## src/rtl/sport_pkg.sv

```systemverilog
package sport_pkg;
  typedef enum logic [1:0] {
    MODE_SHIFT  = 2'd0,
    MODE_U8_TMR = 2'd1,
    MODE_U9_CLK = 2'd2,
    MODE_U9_TMR = 2'd3
  } sport_mode_e;

  localparam int CB_RX_EN  = 5;
  localparam int CB_TX9    = 4;
  localparam int CB_RX9    = 3;
  localparam int CB_RX_DN  = 2;
  localparam int CB_TX_DN  = 1;

  function automatic logic [3:0] frame_len(sport_mode_e m);
    case (m)
      MODE_SHIFT:  frame_len = 4'd8;
      MODE_U8_TMR: frame_len = 4'd10;
      default:     frame_len = 4'd11;
    endcase
  endfunction
endpackage

```

## src/rtl/sport_baud.sv

```systemverilog
module sport_baud #(
  parameter int CNT_W = 6
) (
  input  logic             clk_i,
  input  logic             rst_ni,
  input  logic             clr_i,
  input  logic             src_i,
  input  logic [CNT_W-1:0] div_i,
  output logic             tick_o,
  output logic             mid_o
);
  logic [CNT_W-1:0] cnt_q;

  assign tick_o = src_i && (cnt_q == div_i - CNT_W'(1));
  assign mid_o  = src_i && (cnt_q == (div_i >> 1) - CNT_W'(1));

  always_ff @(posedge clk_i or negedge rst_ni) begin
    if (!rst_ni)     cnt_q <= '0;
    else if (clr_i)  cnt_q <= '0;
    else if (src_i)  cnt_q <= tick_o ? '0 : cnt_q + CNT_W'(1);
  end
endmodule

```

## src/rtl/sport_tx.sv

```systemverilog
module sport_tx
  import sport_pkg::*;
(
  input  logic        clk_i,
  input  logic        rst_ni,
  input  logic        load_i,
  input  logic [7:0]  data_i,
  input  logic        nine_i,
  input  sport_mode_e mode_i,
  input  logic        tick_i,
  output logic        txd_o,
  output logic        busy_o,
  output logic        done_o
);
  logic [10:0] sr_q;
  logic [3:0]  cnt_q;
  logic [10:0] frame;
  logic        last;

  always_comb begin
    case (mode_i)
      MODE_SHIFT:  frame = {3'b111, data_i};
      MODE_U8_TMR: frame = {2'b11, data_i, 1'b0};
      default:     frame = {1'b1, nine_i, data_i, 1'b0};
    endcase
  end

  assign last   = (cnt_q == frame_len(mode_i) - 4'd1);
  assign done_o = busy_o && tick_i && last && !load_i;
  assign txd_o  = busy_o ? sr_q[0] : 1'b1;

  always_ff @(posedge clk_i or negedge rst_ni) begin
    if (!rst_ni) begin
      sr_q   <= '1;
      cnt_q  <= '0;
      busy_o <= 1'b0;
    end else if (load_i) begin
      sr_q   <= frame;
      cnt_q  <= '0;
      busy_o <= 1'b1;
    end else if (busy_o && tick_i) begin
      sr_q <= {1'b1, sr_q[10:1]};
      if (last) busy_o <= 1'b0;
      else      cnt_q  <= cnt_q + 4'd1;
    end
  end
endmodule

```

## src/rtl/sport_rx.sv

```systemverilog
module sport_rx
  import sport_pkg::*;
(
  input  logic        clk_i,
  input  logic        rst_ni,
  input  logic        rxd_i,
  input  logic        en_i,
  input  logic        flag_i,
  input  sport_mode_e mode_i,
  input  logic        tick_i,
  input  logic        mid_i,
  output logic        start_o,
  output logic        busy_o,
  output logic        done_o,
  output logic [7:0]  data_o,
  output logic        nine_o
);
  logic        rxd_m, rxd_s, rxd_p;
  logic [15:0] samp_q;
  logic [3:0]  cnt_q;
  logic        last;

  // mode 0 starts on enable, framed modes on a falling start edge
  assign start_o = !busy_o && en_i &&
                   ((mode_i == MODE_SHIFT) ? !flag_i : (rxd_p && !rxd_s));
  assign last    = (cnt_q == frame_len(mode_i) - 4'd1);
  assign done_o  = busy_o && tick_i && last;
  assign data_o  = (mode_i == MODE_SHIFT) ? samp_q[7:0] : samp_q[8:1];
  assign nine_o  = samp_q[9];

  always_ff @(posedge clk_i or negedge rst_ni) begin
    if (!rst_ni) begin
      rxd_m  <= 1'b1;
      rxd_s  <= 1'b1;
      rxd_p  <= 1'b1;
      samp_q <= '0;
      cnt_q  <= '0;
      busy_o <= 1'b0;
    end else begin
      rxd_m <= rxd_i;
      rxd_s <= rxd_m;
      rxd_p <= rxd_s;
      if (start_o) begin
        busy_o <= 1'b1;
        cnt_q  <= '0;
      end else if (busy_o) begin
        if (mid_i) samp_q[cnt_q] <= rxd_s;
        if (tick_i) begin
          if (last) busy_o <= 1'b0;
          else      cnt_q  <= cnt_q + 4'd1;
        end
      end
    end
  end
endmodule

```

## src/rtl/sport_port.sv

```systemverilog
module sport_port
  import sport_pkg::*;
#(
  parameter int DIV_SHIFT = 12,
  parameter int DIV_FAST  = 16,
  parameter int DIV_SLOW  = 32
) (
  input  logic       clk_i,
  input  logic       rst_ni,
  input  logic       wr_en_i,
  input  logic [1:0] addr_i,
  input  logic [7:0] wr_data_i,
  input  logic       bit_wr_i,
  input  logic [2:0] bit_idx_i,
  input  logic       bit_val_i,
  input  logic [1:0] rd_addr_i,
  output logic [7:0] rd_data_o,
  input  logic       t1_ovf_i,
  input  logic       t2_ovf_i,
  input  logic [1:0] t2_baud_en_i,
  input  logic       int_en_i,
  input  logic       rxd_i,
  output logic       txd_o,
  output logic       irq_o
);
  localparam int DIV_MAX = (DIV_SLOW > DIV_SHIFT) ?
                           ((DIV_SLOW > DIV_FAST) ? DIV_SLOW : DIV_FAST) :
                           ((DIV_SHIFT > DIV_FAST) ? DIV_SHIFT : DIV_FAST);
  localparam int DIV_W = $clog2(DIV_MAX + 1);

  logic [7:0]  ctrl_q, ctrl_d, rx_buf_q;
  logic        dbl_q;
  sport_mode_e mode;
  logic        tmr_mode, t2_sel, bit_src;
  logic [DIV_W-1:0] bit_div;
  logic        tx_load, tx_busy, tx_done;
  logic        rx_start, rx_busy, rx_done, rx_nine;
  logic [7:0]  rx_data;
  logic [1:0]  b_clr, b_tick, b_mid;
  logic        tx_mid_unused;

  assign mode     = sport_mode_e'(ctrl_q[7:6]);
  assign tmr_mode = (mode == MODE_U8_TMR) || (mode == MODE_U9_TMR);
  assign t2_sel   = tmr_mode && (|t2_baud_en_i);
  assign bit_src  = tmr_mode ? (t2_sel ? t2_ovf_i : t1_ovf_i) : 1'b1;

  always_comb begin
    if (mode == MODE_SHIFT)  bit_div = DIV_W'(DIV_SHIFT);
    else if (t2_sel || dbl_q) bit_div = DIV_W'(DIV_FAST);
    else                     bit_div = DIV_W'(DIV_SLOW);
  end

  assign tx_load       = wr_en_i && (addr_i == 2'd0);
  assign b_clr         = {rx_start, tx_load};
  assign tx_mid_unused = b_mid[0];

  for (genvar g = 0; g < 2; g++) begin : g_baud
    sport_baud #(.CNT_W(DIV_W)) u_baud (
      .clk_i  (clk_i),
      .rst_ni (rst_ni),
      .clr_i  (b_clr[g]),
      .src_i  (bit_src),
      .div_i  (bit_div),
      .tick_o (b_tick[g]),
      .mid_o  (b_mid[g])
    );
  end

  sport_tx u_tx (
    .clk_i  (clk_i),
    .rst_ni (rst_ni),
    .load_i (tx_load),
    .data_i (wr_data_i),
    .nine_i (ctrl_q[CB_TX9]),
    .mode_i (mode),
    .tick_i (b_tick[0]),
    .txd_o  (txd_o),
    .busy_o (tx_busy),
    .done_o (tx_done)
  );

  sport_rx u_rx (
    .clk_i   (clk_i),
    .rst_ni  (rst_ni),
    .rxd_i   (rxd_i),
    .en_i    (ctrl_q[CB_RX_EN]),
    .flag_i  (ctrl_q[CB_RX_DN]),
    .mode_i  (mode),
    .tick_i  (b_tick[1]),
    .mid_i   (b_mid[1]),
    .start_o (rx_start),
    .busy_o  (rx_busy),
    .done_o  (rx_done),
    .data_o  (rx_data),
    .nine_o  (rx_nine)
  );

  // hardware flag sets win over a same-cycle software write
  always_comb begin
    ctrl_d = ctrl_q;
    if (wr_en_i && addr_i == 2'd1) ctrl_d = wr_data_i;
    if (bit_wr_i) ctrl_d[bit_idx_i] = bit_val_i;
    if (tx_done) ctrl_d[CB_TX_DN] = 1'b1;
    if (rx_done) begin
      ctrl_d[CB_RX_DN] = 1'b1;
      if (ctrl_q[7]) ctrl_d[CB_RX9] = rx_nine;
    end
  end

  always_ff @(posedge clk_i or negedge rst_ni) begin
    if (!rst_ni) begin
      ctrl_q   <= '0;
      rx_buf_q <= '0;
      dbl_q    <= 1'b0;
    end else begin
      ctrl_q <= ctrl_d;
      if (rx_done) rx_buf_q <= rx_data;
      if (wr_en_i && addr_i == 2'd2) dbl_q <= wr_data_i[0];
    end
  end

  always_comb begin
    case (rd_addr_i)
      2'd0:    rd_data_o = rx_buf_q;
      2'd1:    rd_data_o = ctrl_q;
      2'd2:    rd_data_o = {7'd0, dbl_q};
      default: rd_data_o = '0;
    endcase
  end

  assign irq_o = int_en_i && (ctrl_q[CB_TX_DN] || ctrl_q[CB_RX_DN]);
endmodule

```

## config.mk

```make
export PLATFORM = sky130hd
export DESIGN_NAME = sport_port
export DESIGN_NICKNAME = d
export VERILOG_FILES = /design/src/rtl/sport_pkg.sv /design/src/rtl/sport_baud.sv /design/src/rtl/sport_tx.sv /design/src/rtl/sport_rx.sv /design/src/rtl/sport_port.sv
export SDC_FILE = /design/constraint.sdc
export NUM_CORES = 1
export LEC_CHECK = 0
export BUFFER_PORTS_ARGS = -buffer_cell sky130_fd_sc_hd__buf_2
export CAP_MARGIN = 10
export CORE_ASPECT_RATIO = 0.7
export CORE_MARGIN = 5
export CORE_UTILIZATION = 55
export CTS_CLUSTER_DIAMETER = 80
export DETAILED_ROUTE_END_ITERATION = 8
export PLACE_DENSITY_LB_ADDON = 0.15
export SYNTH_ARGS = -nofsm -noshare
export SYNTH_HDL_FRONTEND = slang
export SYNTH_HIERARCHICAL = 1
export SYNTH_SLANG_ARGS = --single-unit
export TNS_END_PERCENT = 1
```

## constraint.sdc

```tcl
create_clock -name clk_i -period 6.55 [get_ports clk_i]
set_input_delay 0.655 -clock clk_i [delete_from_list [all_inputs] [get_ports clk_i]]
set_output_delay 0.655 -clock clk_i [all_outputs]
set_load 0.02 [all_outputs]
```

==> flow_summary.yaml <==
run_status:
  status: "finished, final reports clean"
synth:
  postSynthAreaPerCell_sq_um: 9.653
  yosys_warnings: 6
  syn_area_sq_mm: 0.004160
  syn-instance-count: 431
critical_path:
  path_class: "reg2reg"
  critPathLaunch: "ctrl_q[7]"
  worst_r2r_path_depth: 8
  critPathRequiredTime_ns: 6.77
  worstSetupEndpointType: "flip-flop"
  r2r-start: "ctrl_q[7]"
  path_max_fanout: 16
  worstPathArrival_ns: 4.23
  cp-start-kind: "flip-flop"
flow_run:
  maxCapViolations: 0
routing:
  wl_mm: 9.281
  vias: 3301
  drtPass1Iterations: 4
  drc_errors: 0
  antenna_left: 0
  drt_iter0_markers: 223
  routed_via_density: 5.751
  wl_per_cell_um: 16.17
worst_hold_path:
  hp-class: "reg2reg"
  worstHoldStart: "u_rx/rxd_m"
  hold_depth: 0
clock_network:
  cts_resized: 0
  cts_setup_buffers: 0
  htreeDepth: 3
  cts-hold-fix-buffers: 0
  cts_buffer_depth: 2
  clock_latency_ns: 0.34
  cts_tree: "built"
  numClockSinks: 62
  cts_buffers: 9
  path_clk_slew_ns: 0.08
  clockRootBuffer: "clkbuf_8"
power:
  total_power_uw: 1512
  leakage_uw: 0.002110
  peakVddDrop_mv: 0.1540
  power_density_mw_per_mm2: 325.6
sta:
  min_period_ns: 4.005
  finalSetupTns_ns: 0
  setup_viol: 0
  drv_slew: 0
  clock_skew_ns: 0.009330
  fmax_ghz: 0.2497
  hold_viol: 0
  rsz0062_at_grt: "false"
  post-route-period-util_pct: 61.15
  whs_ns: 0.3640
  worst_pin_slew_ns: 0.9746
  slew_headroom_pct: 35.03
floorplanning:
  start_util_pct: 56.84
  die_w_um: 114.0
  io_pins: 36
  die_h_um: 82.77
  rows: 26
  core-area_sq_mm: 0.007320
  die_area_sq_mm: 0.009431
layout:
  fin_util_pct: 63.45
  syn_to_final_growth_pct: 11.64
  final_nets: 510
  antenna_cells: 0
  fillers: 638
  final_layout_size_suffix_gt1_share_pct: 25.00
global_route:
  grt_usage_pct: 21.64
  grt_pass1_vias: 3297
  grt_first_pass_wirelength_mm: 16.32
  antenna_found_initial: 0
  overflow: 0
  grt_max_degree: 63
placed_design:
  dp_hpwl_mm: 6.669
  numPortBuffers: 35
  place_congestion: 0.8824
==> stage by stage <==
stage / cells / setup WS (ns) / instance area, sq um
floorplan: 441 / 3.184 / 4198
global placement: 558 / 2.669 / 4439
detailed placement: 558 / 2.570 / 4439
CTS: 574 / 2.561 / 4644
global route: 574 / 2.205 / 4644
finish: 574 / 2.545 / 4644
==> flip-flops by register name (all words and copies together), names as in the netlist <==
signal and flops:
u_rx/rxd_m 1, ctrl_q 8, u_rx/samp_q 10, u_rx/rxd_s 1, u_rx/cnt_q 4, rx_buf_q 8
u_tx/busy_o 1, u_tx/cnt_q 4, dbl_q 1, u_rx/rxd_p 1, u_rx/busy_o 1, g_baud.u_baud/cnt_q 12
u_tx/sr_q 10
==> report_power, final <==
| part | internal [uW] | total, uW | leakage (uW) | switching [uW] |
|---|---|---|---|---|
| clock | 180 | 348 | 0.000100 | 168 |
| combinational | 239 | 505 | 0.00124 | 265 |
| sequential | 511 | 659 | 0.000769 | 148 |
| total | 930 | 1510 | 0.00211 | 582 |
==> path summary, 6_finish.rpt <==
check | endpoint | slack, ns
worst min register to register | u_rx/rxd_s | 0.36
worst max-delay path | rx_buf_q[3] | 2.54
max in group asynchronous | u_tx/cnt_q[3] | 5.56
min in group asynchronous | u_rx/samp_q[5] | 0.48
worst min-delay path | u_rx/rxd_s | 0.36
worst max register to register | rx_buf_q[3] | 2.54
==> placed cells by master, fill, tap and decap left out, types with 10 or more instances in the layout <==
master,instances
nor2_1,38
a21oi_1,12
o21ai_0,13
dfstp_2,13
nor3_1,10
buf_2,35
and3_1,12
nand3_1,14
xnor2_1,14
nand2b_1,10
mux2_2,29
conb_1,11
nand2_1,41
a211oi_1,10
inv_1,13
xor2_1,10
mux2i_1,19
ha_1,13
dfrtp_1,49
==> routing by layer <==
metal | vias to the layer above | track usage (%) | wire length [um]
met4 | 0 | 5.575 | 98
met1 | 1578 | 31.14 | 4760
li1 | 1628 | - | -
met2 | 85 | 33.59 | 4031
met5 | - | 0 | 0
met3 | 10 | 4.224 | 391
==> critical path: stages, from the launching register on <==
cell,delay [ns]
dfrtp_1,0.67
a21oi_1,0.12
nor2_1,0.42
xnor2_1,0.16
or4_4,0.51
a2111oi_4,0.62
nand2_1,0.18
a21oi_1,0.78
mux2_2,0.41
==> cell type report <==
class,count,area [sq um],share of cell area (%)
inverter,13,48.80,1.051
clock inverter,7,81.33,1.751
timing repair buffer,39,205.2,4.418
multi-input combinational,346,2495,53.72
tap,98,122.6,2.640
sequential,62,1568,33.76
clock buffer,9,123.9,2.667
Power figures use the tool's default switching activity.
